$ cat src/rtl/xlate_seq_pkg.sv
package xlate_seq_pkg;

  typedef enum logic [1:0] {
    ACC_LOAD  = 2'd0,
    ACC_STORE = 2'd1,
    ACC_FETCH = 2'd2
  } acc_e;

  typedef enum logic [2:0] {
    CLS_INT   = 3'd0,
    CLS_FLOAT = 3'd1,
    CLS_RSV   = 3'd2,
    CLS_CACHE = 3'd3,
    CLS_EXT   = 3'd4
  } cls_e;

  typedef enum logic [1:0] {
    FK_NONE  = 2'd0,
    FK_ISI   = 2'd1,
    FK_DSI   = 2'd2,
    FK_ALIGN = 2'd3
  } fkind_e;

  typedef enum logic [2:0] {
    CA_NONE,
    CA_MISS,
    CA_PROT,
    CA_NOEXEC,
    CA_DS_RSV,
    CA_DS_EXT,
    CA_DS_FP
  } cause_e;

  // segment register field positions (decoded by neighbouring logic too)
  localparam int SR_DS_BIT = 31;
  localparam int SR_KS_BIT = 30;
  localparam int SR_KP_BIT = 29;
  localparam int SR_NX_BIT = 28;

  // rights vector layout {x,w,r}
  localparam int PR_X = 2;
  localparam int PR_W = 1;
  localparam int PR_R = 0;

  localparam logic [31:0] CODE_MISS     = 32'h4000_0000;
  localparam logic [31:0] CODE_MISS_ST  = 32'h4200_0000;
  localparam logic [31:0] CODE_PROT     = 32'h0800_0000;
  localparam logic [31:0] CODE_PROT_ST  = 32'h0A00_0000;
  localparam logic [31:0] CODE_NOEXEC   = 32'h1000_0000;
  localparam logic [31:0] CODE_RSV_LD   = 32'h0400_0000;
  localparam logic [31:0] CODE_RSV_ST   = 32'h0600_0000;
  localparam logic [31:0] CODE_EXT_LD   = 32'h0410_0000;
  localparam logic [31:0] CODE_EXT_ST   = 32'h0610_0000;

  typedef struct packed {
    logic ds;
    logic ks;
    logic kp;
    logic nx;
  } seg_flags_t;

  function automatic logic rights_permit(input logic [2:0] p, input acc_e a);
    case (a)
      ACC_FETCH: rights_permit = p[PR_X];
      ACC_STORE: rights_permit = p[PR_W];
      default:   rights_permit = p[PR_R];
    endcase
  endfunction

endpackage

$ cat src/rtl/xlate_seg_pick.sv
module xlate_seg_pick
  import xlate_seq_pkg::*;
#(
  parameter int SR_W     = 32,
  parameter int SEG_BITS = 4,
  localparam int SEG_CNT = 1 << SEG_BITS,
  localparam int TAG_W   = SR_W - 4
) (
  input  logic [SEG_CNT*SR_W-1:0] sr_table,
  input  logic [SEG_BITS-1:0]     seg_idx,
  output seg_flags_t              flags,
  output logic [TAG_W-1:0]        tag
);

  logic [SR_W-1:0] sr_arr [SEG_CNT];
  logic [SR_W-1:0] sel;

  for (genvar g = 0; g < SEG_CNT; g++) begin : g_unpack
    assign sr_arr[g] = sr_table[g*SR_W +: SR_W];
  end

  assign sel      = sr_arr[seg_idx];
  assign flags.ds = sel[SR_DS_BIT];
  assign flags.ks = sel[SR_KS_BIT];
  assign flags.kp = sel[SR_KP_BIT];
  assign flags.nx = sel[SR_NX_BIT];
  assign tag      = sel[TAG_W-1:0];

endmodule

$ cat src/rtl/xlate_pp_eval.sv
module xlate_pp_eval (
  input  logic       key,
  input  logic [1:0] pp,
  output logic       rd,
  output logic       wr
);

  always_comb begin
    rd = 1'b0;
    wr = 1'b0;
    case ({key, pp})
      3'b000, 3'b001, 3'b010: begin rd = 1'b1; wr = 1'b1; end
      3'b011:                 begin rd = 1'b1; end
      3'b100:                 begin end
      3'b101, 3'b111:         begin rd = 1'b1; end
      3'b110:                 begin rd = 1'b1; wr = 1'b1; end
      default:                begin end
    endcase
  end

endmodule

$ cat src/rtl/xlate_fault_enc.sv
module xlate_fault_enc
  import xlate_seq_pkg::*;
#(
  parameter int EA_W = 32
) (
  input  cause_e            cause,
  input  acc_e              acc,
  input  logic [EA_W-1:0]   ea,
  output fkind_e            kind,
  output logic [31:0]       isi,
  output logic [31:0]       dsisr,
  output logic [EA_W-1:0]   dar
);

  logic st;
  assign st = (acc == ACC_STORE);

  always_comb begin
    kind  = FK_NONE;
    isi   = '0;
    dsisr = '0;
    dar   = '0;
    if (cause != CA_NONE) begin
      if (acc == ACC_FETCH) begin
        kind = FK_ISI;
        case (cause)
          CA_MISS: isi = CODE_MISS;
          CA_PROT: isi = CODE_PROT;
          default: isi = CODE_NOEXEC;
        endcase
      end else begin
        kind = FK_DSI;
        dar  = ea;
        case (cause)
          CA_MISS:   dsisr = st ? CODE_MISS_ST : CODE_MISS;
          CA_PROT:   dsisr = st ? CODE_PROT_ST : CODE_PROT;
          CA_DS_RSV: dsisr = st ? CODE_RSV_ST  : CODE_RSV_LD;
          CA_DS_EXT: dsisr = st ? CODE_EXT_ST  : CODE_EXT_LD;
          CA_DS_FP:  kind  = FK_ALIGN;
          default:   dsisr = '0;
        endcase
      end
    end
  end

endmodule

$ cat src/rtl/xlate_seq.sv
module xlate_seq
  import xlate_seq_pkg::*;
#(
  parameter int EA_W      = 32,
  parameter int PAGE_BITS = 12,
  parameter int SEG_BITS  = 4,
  parameter int SR_W      = 32,
  localparam int SEG_CNT  = 1 << SEG_BITS,
  localparam int RPN_W    = EA_W - PAGE_BITS,
  localparam int PIDX_W   = EA_W - SEG_BITS - PAGE_BITS,
  localparam int TAG_W    = SR_W - 4
) (
  input  logic                     clk,
  input  logic                     rst_n,
  input  logic                     req_valid,
  output logic                     req_ready,
  input  logic [EA_W-1:0]          req_ea,
  input  logic [1:0]               req_access,
  input  logic [2:0]               req_class,
  input  logic                     req_user,
  input  logic                     req_xlate,
  input  logic                     req_bat_hit,
  input  logic [EA_W-1:0]          req_bat_pa,
  input  logic [2:0]               req_bat_prot,
  input  logic [SEG_CNT*SR_W-1:0]  sr_table,
  output logic                     walk_req_valid,
  input  logic                     walk_req_ready,
  output logic [TAG_W-1:0]         walk_vsid,
  output logic [PIDX_W-1:0]        walk_pidx,
  input  logic                     walk_rsp_valid,
  input  logic                     walk_hit,
  input  logic [RPN_W-1:0]         walk_rpn,
  input  logic [1:0]               walk_pp,
  output logic                     rsp_valid,
  input  logic                     rsp_ready,
  output logic [EA_W-1:0]          rsp_pa,
  output logic [2:0]               rsp_prot,
  output logic [1:0]               rsp_kind,
  output logic [31:0]              rsp_isi,
  output logic [31:0]              rsp_dsisr,
  output logic [EA_W-1:0]          rsp_dar,
  output logic                     rsp_nop
);

  typedef enum logic [2:0] {
    ST_IDLE, ST_EVAL, ST_WREQ, ST_WWAIT, ST_POST, ST_RESP
  } state_e;

  state_e state_q, state_d;

  // captured request
  logic [EA_W-1:0]  ea_q;
  acc_e             acc_q;
  cls_e             cls_q;
  logic             user_q, xlate_q, bhit_q;
  logic [EA_W-1:0]  bpa_q;
  logic [2:0]       bprot_q;
  // captured walker answer
  logic             whit_q;
  logic [RPN_W-1:0] wrpn_q;
  logic [1:0]       wpp_q;

  // segment decode
  seg_flags_t       seg;
  logic [TAG_W-1:0] seg_tag;
  logic             key;

  xlate_seg_pick #(.SR_W(SR_W), .SEG_BITS(SEG_BITS)) u_seg (
    .sr_table (sr_table),
    .seg_idx  (ea_q[EA_W-1 -: SEG_BITS]),
    .flags    (seg),
    .tag      (seg_tag)
  );

  assign key = user_q ? seg.kp : seg.ks;

  logic pg_rd, pg_wr;
  xlate_pp_eval u_pp (
    .key (key),
    .pp  (wpp_q),
    .rd  (pg_rd),
    .wr  (pg_wr)
  );

  // rule ordering
  cause_e          cause;
  logic [EA_W-1:0] ok_pa;
  logic [2:0]      ok_prot;
  logic            ok_nop;
  logic            need_walk;
  logic [2:0]      ds_prot, pg_prot;

  assign ds_prot = key ? 3'b011 : 3'b001;
  assign pg_prot = {pg_rd & ~seg.nx, pg_wr, pg_rd};

  always_comb begin
    cause     = CA_NONE;
    ok_pa     = '0;
    ok_prot   = '0;
    ok_nop    = 1'b0;
    need_walk = 1'b0;
    if (!xlate_q) begin
      ok_pa   = ea_q;
      ok_prot = 3'b111;
    end else if (bhit_q) begin
      if (rights_permit(bprot_q, acc_q)) begin
        ok_pa   = bpa_q;
        ok_prot = bprot_q;
      end else begin
        cause = CA_PROT;
      end
    end else if (seg.ds) begin
      if (acc_q == ACC_FETCH) begin
        cause = CA_NOEXEC;
      end else begin
        case (cls_q)
          CLS_FLOAT: cause = CA_DS_FP;
          CLS_RSV:   cause = CA_DS_RSV;
          CLS_EXT:   cause = CA_DS_EXT;
          CLS_CACHE: begin
            ok_nop = 1'b1;
            ok_pa  = ea_q;
          end
          default: begin
            if (rights_permit(ds_prot, acc_q)) begin
              ok_pa   = ea_q;
              ok_prot = ds_prot;
            end else begin
              cause = CA_PROT;
            end
          end
        endcase
      end
    end else if ((acc_q == ACC_FETCH) && seg.nx) begin
      cause = CA_NOEXEC;
    end else if (state_q != ST_POST) begin
      need_walk = 1'b1;
    end else if (!whit_q) begin
      cause = CA_MISS;
    end else if (rights_permit(pg_prot, acc_q)) begin
      ok_pa   = {wrpn_q, ea_q[PAGE_BITS-1:0]};
      ok_prot = pg_prot;
    end else begin
      cause = CA_PROT;
    end
  end

  fkind_e          f_kind;
  logic [31:0]     f_isi, f_dsisr;
  logic [EA_W-1:0] f_dar;

  xlate_fault_enc #(.EA_W(EA_W)) u_enc (
    .cause (cause),
    .acc   (acc_q),
    .ea    (ea_q),
    .kind  (f_kind),
    .isi   (f_isi),
    .dsisr (f_dsisr),
    .dar   (f_dar)
  );

  logic finish;
  assign finish = ((state_q == ST_EVAL) && !need_walk) || (state_q == ST_POST);

  always_comb begin
    state_d = state_q;
    case (state_q)
      ST_IDLE:  if (req_valid)      state_d = ST_EVAL;
      ST_EVAL:  state_d = need_walk ? ST_WREQ : ST_RESP;
      ST_WREQ:  if (walk_req_ready) state_d = ST_WWAIT;
      ST_WWAIT: if (walk_rsp_valid) state_d = ST_POST;
      ST_POST:  state_d = ST_RESP;
      ST_RESP:  if (rsp_ready)      state_d = ST_IDLE;
      default:  state_d = ST_IDLE;
    endcase
  end

  always_ff @(posedge clk or negedge rst_n) begin
    if (!rst_n) begin
      state_q <= ST_IDLE;
      ea_q    <= '0;
      acc_q   <= ACC_LOAD;
      cls_q   <= CLS_INT;
      user_q  <= 1'b0;
      xlate_q <= 1'b0;
      bhit_q  <= 1'b0;
      bpa_q   <= '0;
      bprot_q <= '0;
      whit_q  <= 1'b0;
      wrpn_q  <= '0;
      wpp_q   <= '0;
    end else begin
      state_q <= state_d;
      if ((state_q == ST_IDLE) && req_valid) begin
        ea_q    <= req_ea;
        acc_q   <= acc_e'(req_access);
        cls_q   <= cls_e'(req_class);
        user_q  <= req_user;
        xlate_q <= req_xlate;
        bhit_q  <= req_bat_hit;
        bpa_q   <= req_bat_pa;
        bprot_q <= req_bat_prot;
      end
      if ((state_q == ST_WWAIT) && walk_rsp_valid) begin
        whit_q <= walk_hit;
        wrpn_q <= walk_rpn;
        wpp_q  <= walk_pp;
      end
    end
  end

  always_ff @(posedge clk or negedge rst_n) begin
    if (!rst_n) begin
      rsp_pa    <= '0;
      rsp_prot  <= '0;
      rsp_kind  <= FK_NONE;
      rsp_isi   <= '0;
      rsp_dsisr <= '0;
      rsp_dar   <= '0;
      rsp_nop   <= 1'b0;
    end else if (finish) begin
      rsp_pa    <= (cause == CA_NONE) ? ok_pa : '0;
      rsp_prot  <= (cause == CA_NONE) ? ok_prot : 3'b000;
      rsp_kind  <= f_kind;
      rsp_isi   <= f_isi;
      rsp_dsisr <= f_dsisr;
      rsp_dar   <= f_dar;
      rsp_nop   <= ok_nop;
    end
  end

  assign req_ready      = (state_q == ST_IDLE);
  assign rsp_valid      = (state_q == ST_RESP);
  assign walk_req_valid = (state_q == ST_WREQ);
  assign walk_vsid      = seg_tag;
  assign walk_pidx      = ea_q[PAGE_BITS +: PIDX_W];

endmodule

$ cat config.mk
export PLATFORM = sky130hd
export DESIGN_NAME = xlate_seq
export DESIGN_NICKNAME = d
export VERILOG_FILES = /design/src/rtl/xlate_seq_pkg.sv /design/src/rtl/xlate_seg_pick.sv /design/src/rtl/xlate_pp_eval.sv /design/src/rtl/xlate_fault_enc.sv /design/src/rtl/xlate_seq.sv
export SDC_FILE = /design/constraint.sdc
export NUM_CORES = 1
export LEC_CHECK = 0
export BUFFER_PORTS_ARGS = -buffer_cell sky130_fd_sc_hd__buf_2
export CAP_MARGIN = 20
export CELL_PAD_IN_SITES_DETAIL_PLACEMENT = 1
export CELL_PAD_IN_SITES_GLOBAL_PLACEMENT = 2
export CORE_AREA = 3 3 306 308
export CTS_CLUSTER_DIAMETER = 120
export CTS_CLUSTER_SIZE = 20
export DETAILED_ROUTE_END_ITERATION = 16
export DIE_AREA = 0 0 309 311
export GPL_TIMING_DRIVEN = 0
export PLACE_DENSITY = 0.59
export REMOVE_ABC_BUFFERS = 1
export SETUP_SLACK_MARGIN = 0.5
export SYNTH_ARGS = -nofsm -noshare
export SYNTH_HDL_FRONTEND = slang
export SYNTH_SLANG_ARGS = --single-unit
$ cat constraint.sdc
create_clock -name clk -period 2.8 [get_ports clk]
set_clock_uncertainty 0.1 [all_clocks]
set_input_delay 0.14 -clock clk [delete_from_list [all_inputs] [get_ports clk]]
set_output_delay 0.14 -clock clk [all_outputs]
set_load 0.005 [all_outputs]
==> flow_metrics.env, run 1 <==
export IMPL_area_delta_synth_final_pct=75.05
export IMPL_ys_top_cells_by_area="dfrtp_1 (36%), mux4_2 (27%), mux2_2 (8.8%)"
export IMPL_power_frac_comb_pct=73.7
export IMPL_ir_drop_mv=0.7675
export IMPL_async_flop_share_pct=100.0
export IMPL_slew_viol_final=0
export IMPL_firstDrtPassIters=5
export IMPL_cpMaxStageDelayCell="dfrtp_4"
export IMPL_regArea_mm2=0.004496
export IMPL_power_density_mw_per_mm2=1304
export IMPL_antenna_found_initial=54
export IMPL_crit_buf_inv=5
export IMPL_dp_hpwl_mm=67.85
export IMPL_coreArea_mm2=0.09139
export IMPL_critPathTopFamily="multiplexers"
export IMPL_cts_buffers=17
export IMPL_yosysWarnings=0
export IMPL_seqPwrFrac_pct=17.2
export IMPL_max_stage_delay_ps=520
export IMPL_synth_cells=970
export IMPL_hold_viol=0
export IMPL_grt_pass1_wl_mm=121.3
export IMPL_cts_tree="built"
export IMPL_io_buffers=740
export IMPL_violations="negative setup slack"
export IMPL_crit_chain="buf_16 > buf_16 > mux4_2 > mux2i_1 > mux2_4 > nor3_4 > nand2_2 > o311ai_4 > a211o_4 > nand3_4 > buf_6 > buf_16 > buf_12 > o31ai_4"
export IMPL_yosys_top_cells_count="dfrtp_1 (179), mux4_2 (146), nand2_1 (109)"
export IMPL_cts_max_level=4
export IMPL_grt_pass1_vias=14320
export IMPL_drive_gt1_share_pct=66.83
export IMPL_die_area_mm2=0.09610
export IMPL_power_mw=28.04
export IMPL_ys_ff_latch=179
export IMPL_cp_max_fo=5
export IMPL_nFillCells=10355
export IMPL_io_pins=797
export IMPL_drv_cap=0
export IMPL_post_drt_wl_per_cell_um=29.43
export IMPL_synth_cell_area_mm2=0.01229
export IMPL_setup_viol=108
export IMPL_cp_common_cell="buf_16"
export IMPL_switching_share_pct=45.00
export IMPL_dieHeight_um=311
export IMPL_synth_cell_types=67
export IMPL_clk_path_buf_depth=2
export IMPL_tightest_slew_ps=980.3
export IMPL_worstSkewPairLatency_ps=490
export IMPL_first_iter_violations=992
export IMPL_grt_ovfl_total=0
export IMPL_intPower_mw=15.42
export IMPL_switchingPower_mw=12.62
export IMPL_finalWirelength_mm=90.85
export IMPL_rsz0062_at_grt="true"
export IMPL_max_slew_margin_pct=34.65
export IMPL_cp_data_required_time_ps=3110
export IMPL_place_ws_ps=-3356
export IMPL_grt_max_degree=102
export IMPL_end_kind="flip-flop"
export IMPL_critical_path_class="reg2reg"
export IMPL_fin_crit_sh_pct=127.0
export IMPL_ys_flop_type="dfrtp_1"
export IMPL_yosysTopAreaCellShare_pct=36.46
export IMPL_cts_sinks=179
export IMPL_critPathLaunchType="flip-flop"
export IMPL_multiInputGateArea_mm2=0.007725
export IMPL_yosysTopAreaCell="dfrtp_1"
export IMPL_drt_vias_per_instance=4.268
export IMPL_clockPowerShare_pct=9.1
export IMPL_p_leak_nw=9.792
export IMPL_syn_area_per_cell_um2=12.67
export IMPL_cts_root_buf="clkbuf_16"
export IMPL_die_w_um=309
export IMPL_period_needed_ps=3557
export IMPL_grt_total_usage_pct=18.32
export IMPL_synth_most_common_cell="dfrtp_1"
export IMPL_synth_edf_count=0
export IMPL_postRouteAntennaNets=0
export IMPL_crit_arrival_ps=3860
export IMPL_clk_pin_slew_ps=80
export IMPL_num_rows=111
export IMPL_max_freq_ghz=0.2812
export IMPL_hold_path_class="in2async"
export IMPL_routed_via_count=13175
export IMPL_drc_errors=0
export IMPL_final_setup_worst_slack_ps=-756.7
export IMPL_utilization_pct=23.54
export IMPL_yosysSeqAreaShare_pct=36.46
export IMPL_status="finished, violations left"
export IMPL_start_util_pct=13.45
export IMPL_place_congestion=0.9111
export IMPL_nets=2480
sequential cells by signal (all words and copies together) (netlist names), 2 cells and up:
register and flops:
wpp_q 2, rsp_isi 3, rsp_prot 3, acc_q 2
bprot_q 3, ea_q 32, cls_q 3, rsp_kind 2
rsp_pa 32, state_q 3, rsp_dsisr 5, bpa_q 32
wrpn_q 20, rsp_dar 32
per-layer routing:
layer  share of wire [%]  global-route usage, %
met1                  41                  23.62
met4                 2.3                  4.925
met5                0.26                      0
met3                  11                  6.684
met2                  46                  28.79
per-stage QoR:
stage / cells / TNS (ps) / hold slack (ps) / area, um2
global placement: 2789 / -1523300 / 261.3 / 16740
floorplan: 863 / -589530 / -255.6 / 11550
global route: 3070 / -68410 / 208.9 / 21470
CTS: 3050 / -56220 / 164.9 / 21050
finish: 3087 / -60200 / 144.4 / 21510
detailed placement: 2811 / -253130 / 112.9 / 17230
cell usage in the layout (no fill, tap or decap), types with 6 or more instances in the layout:
cell type,instances
buf_8,7
a32oi_1,12
a221oi_1,11
mux2i_1,22
nor2_1,8
buf_4,46
o31ai_4,18
inv_8,6
a22o_1,34
nand2_1,102
buf_12,28
o21ai_2,18
diode_2,26
mux2_2,95
o21ai_0,8
dfrtp_1,174
buf_16,31
buf_2,718
a221oi_2,10
inv_1,12
mux4_2,146
a22oi_1,23
buf_6,38
nand2_2,6
conb_1,56
nand3_1,9
clkbuf_16,19
dlygate4sd3_1,103
worst paths after layout:
kind / startpoint / cells after the start / to / slack [ps]
worst max-delay path: ea_q[28]$_DFFE_PN0P_ / 14 / rsp_pa[16]$_DFFE_PN0P_ / -760
worst min-delay path: rst_n / 2 / ea_q[3]$_DFFE_PN0P_ / 140
min in group clk: walk_rpn[3] / 3 / wrpn_q[3]$_DFFE_PN0P_ / 310
max in group asynchronous: rst_n / 3 / ea_q[29]$_DFFE_PN0P_ / 1400
worst max register to register: ea_q[28]$_DFFE_PN0P_ / 14 / rsp_pa[16]$_DFFE_PN0P_ / -760
worst min register to register: rsp_pa[10]$_DFFE_PN0P_ / 2 / rsp_pa[10]$_DFFE_PN0P_ / 380
layout make-up:
type / instances / share of cell area, %
Sequential cell: 179 / 20.90
Antenna cell: 26 / 0.3025
Tap cell: 1186 / 6.899
Clock inverter: 15 / 0.7621
Timing Repair Buffer: 977 / 33.00
Clock buffer: 17 / 1.978
Multi-Input combinational cell: 674 / 35.92
Inverter: 13 / 0.2443
power groups by stage:
stage | registers, mW | clock network [mW] | logic [mW]
after floorplan | 5.06 | 0 | 6.53
after global placement | 5.62 | 0 | 10.0
after detailed placement | 5.10 | 0 | 13.3
after CTS | 4.80 | 2.66 | 20.2
after global routing | 4.99 | 2.74 | 22.1
final | 4.82 | 2.55 | 20.7
logic make-up after synthesis:
group	share of synthesized area (%)
AO/OA/AOI/OAI	11.31
XOR/XNOR	0.2852
adder cells (fa/ha/maj)	0.2036
buffers and inverters	8.075
flip-flops	36.46
multiplexers	37.35
other	0.03052
AND/OR/NAND/NOR	6.283
what timing repair did:
item,4_1_cts,5_1_grt
cloned,26,2
hold endpoints to repair,179,0
buffers inserted,78,9
hold buffers,103,0
resized for setup,183,55
setup endpoints to repair,155,132
pin swaps,50,24
worst reg2reg max path, stage by stage, from the launching register on:
cell	delay (ps)
dfrtp_4	520
buf_16	160
buf_16	150
mux4_2	510
mux2i_1	120
mux2_4	340
nor3_4	280
nand2_2	100
o311ai_4	270
a211o_4	200
nand3_4	130
buf_6	170
buf_16	140
buf_12	140
o31ai_4	160
Power figures use the tool's default switching activity.
==> run 2: changes to the inputs <==
CORE_AREA = 3 3 311 313   (was 3 3 306 308)
DIE_AREA = 0 0 314 316   (was 0 0 309 311)
PLACE_DENSITY = 0.63   (was 0.59)
SYNTH_HIERARCHICAL = 1   (was unset)
==> flow_metrics.env, run 2 <==
export IMPL_clk_path_buf_depth=3
export IMPL_violations="negative setup slack"
export IMPL_period_needed_ps=3937
export IMPL_critPathLaunchType="flip-flop"
export IMPL_drv_cap=0
export IMPL_ys_ff_latch=235
export IMPL_nFillCells=10951
export IMPL_yosysSeqAreaShare_pct=39.51
export IMPL_yosys_top_cells_count="nand2_1 (390), dfrtp_1 (235), mux4_2 (128)"
export IMPL_cts_max_level=1
export IMPL_io_buffers=796
export IMPL_clk_pin_slew_ps=90
export IMPL_fin_area_mm2=0.02445
export IMPL_max_slew_margin_pct=46.96
export IMPL_rsz0062_at_grt="true"
export IMPL_grt_max_degree=111
export IMPL_yosysWarnings=6
export IMPL_die_area_mm2=0.09922
export IMPL_synth_most_common_cell="nand2_1"
export IMPL_crit_arrival_ps=4270
export IMPL_status="finished, violations left"
export IMPL_setup_viol=158
export IMPL_num_rows=113
export IMPL_mostFrequentLayoutCells="buf_2 (781), nand2_1 (342), dfrtp_1 (233)"
export IMPL_io_pins=797
export IMPL_coreArea_mm2=0.09459
export IMPL_crit_buf_inv=6
export IMPL_grt_pass1_wl_mm=130.2
export IMPL_max_freq_ghz=0.2540
export IMPL_slew_viol_final=0
export IMPL_fin_crit_sh_pct=140.6
export IMPL_syn_area_per_cell_um2=10.86
export IMPL_place_area_mm2=0.02024
export IMPL_post_drt_wl_per_cell_um=27.93
export IMPL_cpMaxStageDelayCell="dfrtp_4"
export IMPL_first_iter_violations=699
export IMPL_synth_cells=1371
export IMPL_end_kind="flip-flop"
export IMPL_max_stage_delay_ps=510
export IMPL_cp_max_fo=7
export IMPL_place_ws_ps=-3184
export IMPL_critical_path_class="reg2reg"
export IMPL_worstSkewPairLatency_ps=540
export IMPL_grt_ovfl_total=0
export IMPL_drc_errors=0
export IMPL_final_common_cell="buf_2"
export IMPL_firstDrtPassIters=4
export IMPL_cts_root_buf="clkbuf_16"
export IMPL_dp_hpwl_mm=74.44
export IMPL_cts_tree="built"
export IMPL_ir_drop_mv=0.8314
export IMPL_yosysTopAreaCellShare_pct=39.51
export IMPL_cts_sinks=235
export IMPL_nets=2928
export IMPL_ys_top_cells_by_area="dfrtp_1 (40%), mux4_2 (19%), nand2_1 (9.8%)"
export IMPL_ys_flop_type="dfrtp_1"
export IMPL_postRouteAntennaNets=0
export IMPL_critPathTopFamily="multiplexers"
export IMPL_antenna_found_initial=67
export IMPL_place_congestion=0.9353
export IMPL_finalWirelength_mm=100.8
export IMPL_drive_gt1_share_pct=58.97
export IMPL_hold_viol=0
export IMPL_synth_cell_types=55
export IMPL_die_w_um=314
export IMPL_dieHeight_um=316
export IMPL_synth_edf_count=0
export IMPL_yosysTopAreaCell="dfrtp_1"
export IMPL_synth_cell_area_mm2=0.01489
export IMPL_cts_buffers=16
export IMPL_grt_pass1_vias=16703
export IMPL_area_delta_synth_final_pct=64.25
export IMPL_async_flop_share_pct=100.0
export IMPL_hold_slack_ps=152.6
export IMPL_crit_chain="buf_16 > buf_16 > buf_16 > mux4_2 > a22oi_2 > nand2_1 > mux2_4 > mux2i_4 > nand3b_1 > a31oi_4 > a2111oi_4 > buf_8 > nor3_4 > nor2_4 > buf_12 > buf_16 > and2_4 > nand2_2 > nand2_1"
export IMPL_final_setup_worst_slack_ps=-1137
export IMPL_p_leak_nw=11.60
export IMPL_grt_total_usage_pct=18.63
export IMPL_drt_vias_per_instance=4.272
export IMPL_cp_data_required_time_ps=3130
export IMPL_start_util_pct=15.74
export IMPL_power_density_mw_per_mm2=1294
export IMPL_routed_via_count=15419
export IMPL_hold_path_class="in2async"
export IMPL_cp_common_cell="buf_16"
export IMPL_tightest_slew_ps=795.5
## run 2: changes by cell type after synthesis, moves of 21 or more
| cell | previous run | this run |
|---|---|---|
| nand2_1 | 109 | 390 |
| dfrtp_1 | 179 | 235 |
| a22oi_1 | 24 | 64 |
| a22o_1 | 34 | 0 |
| and2_4 | 0 | 29 |
| a211oi_1 | 5 | 32 |
| and2_1 | 3 | 25 |
| mux2i_1 | 22 | 1 |
## run 2: power by group
part           total [mW]  internal [mW]  switching [mW]
logic                22.9           10.6            12.3
registers            6.18           4.91            1.27
clock network        2.53           1.12            1.41
total                31.6           16.6            15.0
## run 2: layout make-up
cell class	count	area (um2)	share of cell area, %
Multi-Input combinational cell	987	8801	36.00
Tap cell	1265	1583	6.474
Clock inverter	3	32.53	0.1331
Inverter	19	71.32	0.2917
Clock buffer	18	429.2	1.755
Timing Repair Buffer	1051	7567	30.95
Antenna cell	31	77.57	0.3173
Sequential cell	235	5888	24.08
## run 2: through the flow
stage	setup TNS [ps]	std cells	total power, mW	util (%)
floorplan	-1067000	1238	13.70	-
global placement	-2768210	3299	18.53	20.65
detailed placement	-360630	3327	23.03	21.40
CTS	-131280	3514	28.69	24.33
global route	-150510	3596	33.86	25.81
finish	-129730	3609	31.63	25.85
## run 2: cells by family (layout without fill, tap and decap cells)
family	Yosys count	count (layout)	share of synthesized area, %
adder cells (fa/ha/maj)	2	2	0.1681
buffers and inverters	207	1091	8.019
flip-flops	235	235	39.51
multiplexers	212	212	25.71
AND/OR/NAND/NOR	501	503	14.99
other	1	87	0.02519
AO/OA/AOI/OAI	212	213	11.52
XOR/XNOR	1	1	0.05885
## run 2: final timing paths
path	slack (ps)	cells past startpoint	end	startpoint
setup / recovery	-1140	19	rsp_dar[22]$_DFFE_PN0P_	ea_q[28]$_DFFE_PN0P_
min in group clk	250	4	ea_q[10]$_DFFE_PN0P_	req_ea[10]
max in group asynchronous	1460	4	rsp_isi[6]$_DFFE_PN0P_	rst_n
setup reg to reg	-1140	19	rsp_dar[22]$_DFFE_PN0P_	ea_q[28]$_DFFE_PN0P_
hold / removal	150	3	rsp_dar[24]$_DFFE_PN0P_	rst_n
hold reg to reg	370	2	rsp_isi[10]$_DFFE_PN0P_	rsp_isi[10]$_DFFE_PN0P_
## run 2: worst min-delay path, stage by stage
cell	delay (ps)
dlygate4sd3_1	580
buf_8	140
buf_16	380
## run 2: what timing repair did
item | 4_1_cts | 5_1_grt
hold buffers | 105 | 0
resized for setup | 94 | 165
hold endpoints to repair | 336 | 0
gates cloned | 13 | 18
buffers inserted | 48 | 45
pin swaps | 43 | 79
setup endpoints to repair | 240 | 241
## run 2: layer usage
layer  global-route usage, %  vias to the layer above  share of wire (%)
li1                        -                     6777                  -
met1                   20.49                     7867                 37
met2                   32.60                      570                 50
met3                   6.882                      171                8.4
met4                   7.199                       34                4.5
met5                       0                        -               0.25
==> run 3: changes to the inputs <==
CORE_AREA = 2 2 310 312   (was 3 3 311 313)
DIE_AREA = 0 0 312 314   (was 0 0 314 316)
==> flow_metrics.env, run 3 (same netlist as run 2, synthesis figures left out) <==
export IMPL_finalWirelength_mm=104.8
export IMPL_area_delta_synth_final_pct=76.08
export IMPL_route_met3_wl_mm=6.826
export IMPL_cp_data_required_time_ps=3160
export IMPL_cts_tree="built"
export IMPL_grt_max_degree=102
export IMPL_status="finished, violations left"
export IMPL_drv_cap=0
export IMPL_die_area_mm2=0.09797
export IMPL_cts_max_level=1
export IMPL_grt_ovfl_total=0
export IMPL_clk_pin_slew_ps=90
export IMPL_switchingPower_mw=16.95
export IMPL_drc_errors=0
export IMPL_slew_viol_final=0
export IMPL_grt_pass1_wl_mm=136.8
export IMPL_io_buffers=796
export IMPL_period_needed_ps=3748
export IMPL_cp_max_fo=6
export IMPL_dp_hpwl_mm=73.29
export IMPL_crit_arrival_ps=4110
export IMPL_intPower_mw=19.57
export IMPL_drt_vias_per_instance=4.318
export IMPL_io_pins=797
export IMPL_switching_share_pct=46.41
export IMPL_place_ws_ps=-3217
export IMPL_tightest_slew_ps=905.8
export IMPL_fin_crit_sh_pct=133.9
export IMPL_setup_viol=158
export IMPL_routed_via_count=15804
export IMPL_drt_met1_wl_mm=40.04
export IMPL_critPathLaunchType="flip-flop"
export IMPL_violations="negative setup slack"
export IMPL_final_common_cell="buf_2"
export IMPL_cts_root_buf="clkbuf_16"
export IMPL_place_congestion=0.9359
export IMPL_hold_path_class="in2async"
export IMPL_clockPowerShare_pct=7.1
export IMPL_postRouteAntennaNets=0
export IMPL_seqPwrFrac_pct=17.5
export IMPL_firstDrtPassIters=5
export IMPL_highest_layer="met5"
export IMPL_dieHeight_um=314
export IMPL_fin_area_mm2=0.02621
export IMPL_rsz0062_at_grt="true"
export IMPL_num_rows=113
export IMPL_post_drt_wl_per_cell_um=28.62
export IMPL_nets=2980
export IMPL_power_density_mw_per_mm2=1393
export IMPL_final_setup_worst_slack_ps=-947.9
export IMPL_end_kind="flip-flop"
export IMPL_critical_path_class="reg2reg"
export IMPL_clk_path_buf_depth=3
export IMPL_cts_buffers=16
export IMPL_nFillCells=10857
export IMPL_hold_slack_ps=59.72
export IMPL_start_util_pct=15.76
export IMPL_p_leak_nw=12.35
export IMPL_antenna_found_initial=57
export IMPL_met2_length_mm=53.58
export IMPL_worstSkewPairLatency_ps=530
export IMPL_place_area_mm2=0.02021
export IMPL_first_iter_violations=879
export IMPL_ir_drop_mv=0.5765
export IMPL_max_freq_ghz=0.2668
export IMPL_max_slew_margin_pct=39.61
export IMPL_die_w_um=312
export IMPL_cts_sinks=235
export IMPL_grt_total_usage_pct=19.87
export IMPL_drive_gt1_share_pct=65.41
export IMPL_hold_viol=0
export IMPL_mostFrequentLayoutCells="buf_2 (772), nand2_1 (255), dfrtp_1 (231)"
export IMPL_power_frac_comb_pct=75.4
export IMPL_coreArea_mm2=0.09445
export IMPL_grt_pass1_vias=17247
export IMPL_power_mw=36.52
-- run 3: cell count changes in the layout (fill, tap and decap cells not counted), sizes merged, moves of 2 or more --
cell	delta
clkbuf	-3
buf	+52
clkinv	-2
bufbuf	+2
-- run 3: per-stage QoR --
stage / cells / setup TNS, ps / utilization, %
after floorplan: 1238 / -1067000 / -
after global placement: 3299 / -2805170 / 20.69
after detailed placement: 3327 / -360070 / 21.40
after CTS: 3578 / -100520 / 25.98
after global routing: 3647 / -123520 / 27.72
final: 3660 / -106780 / 27.75
-- run 3: final timing paths --
path                                           start                   endpoint  slack (ps)  cells after the start
hold reg to reg            rsp_dsisr[25]$_DFFE_PN0P_  rsp_dsisr[25]$_DFFE_PN0P_         380                      2
hold / removal                                 rst_n  rsp_dsisr[10]$_DFFE_PN0P_          60                      2
setup reg to reg                ea_q[28]$_DFFE_PN0P_  rsp_dsisr[30]$_DFFE_PN0P_        -950                     17
setup / recovery                ea_q[28]$_DFFE_PN0P_  rsp_dsisr[30]$_DFFE_PN0P_        -950                     17
min in group clk                           req_ea[5]        ea_q[5]$_DFFE_PN0P_         250                      4
max in group asynchronous                      rst_n       ea_q[29]$_DFFE_PN0P_        1540                      3
-- run 3: power groups by stage --
stage,clock network (mW),logic [mW],registers [mW]
final,2.60,27.5,6.39
after global routing,2.81,29.3,6.59
after CTS,2.73,24.6,6.22
after detailed placement,0,16.6,6.50
after global placement,0,12.2,6.37
after floorplan,0,7.46,6.25
-- run 3: worst max-delay path, cell delays in order (launching register included) --
cell and delay, ps:
dfrtp_4 530, buf_12 160, buf_16 140, mux4_2 420, a22oi_1 160, nand2_1 100
mux2_4 330, mux2i_4 170, nand3b_1 210, a31oi_4 270, a2111oi_4 80, buf_6 180
buf_6 110, buf_12 120, or3b_4 370, nor2_1 110, nand2_1 60, nand2_1 60
-- run 3: cell type report --
cell class | instances | area [um2] | area share, %
diodes | 30 | 75.07 | 0.2864
clock buffers | 18 | 429.2 | 1.637
clock inverters | 3 | 53.80 | 0.2053
inverters | 19 | 71.32 | 0.2721
multi-input cells | 989 | 9572 | 36.52
flip-flops and latches | 235 | 5891 | 22.47
well taps | 1265 | 1583 | 6.039
repair buffers | 1101 | 8536 | 32.57
-- run 3: routing by layer --
| layer | GRT usage [%] | vias up |
|---|---|---|
| met1 | 22.61 | 8051 |
| met5 | 0 | - |
| met4 | 8.108 | 36 |
| met3 | 5.632 | 192 |
| li1 | - | 6897 |
| met2 | 34.92 | 628 |
-- run 3: timing repair --
item | in CTS | in global routing
hold buffers | 104 | 0
cloned | 34 | 12
pin swaps | 113 | 152
buffers inserted | 92 | 40
gates resized for setup | 262 | 260
hold endpoints to repair | 239 | 0
endpoints found under the setup margin | 204 | 226
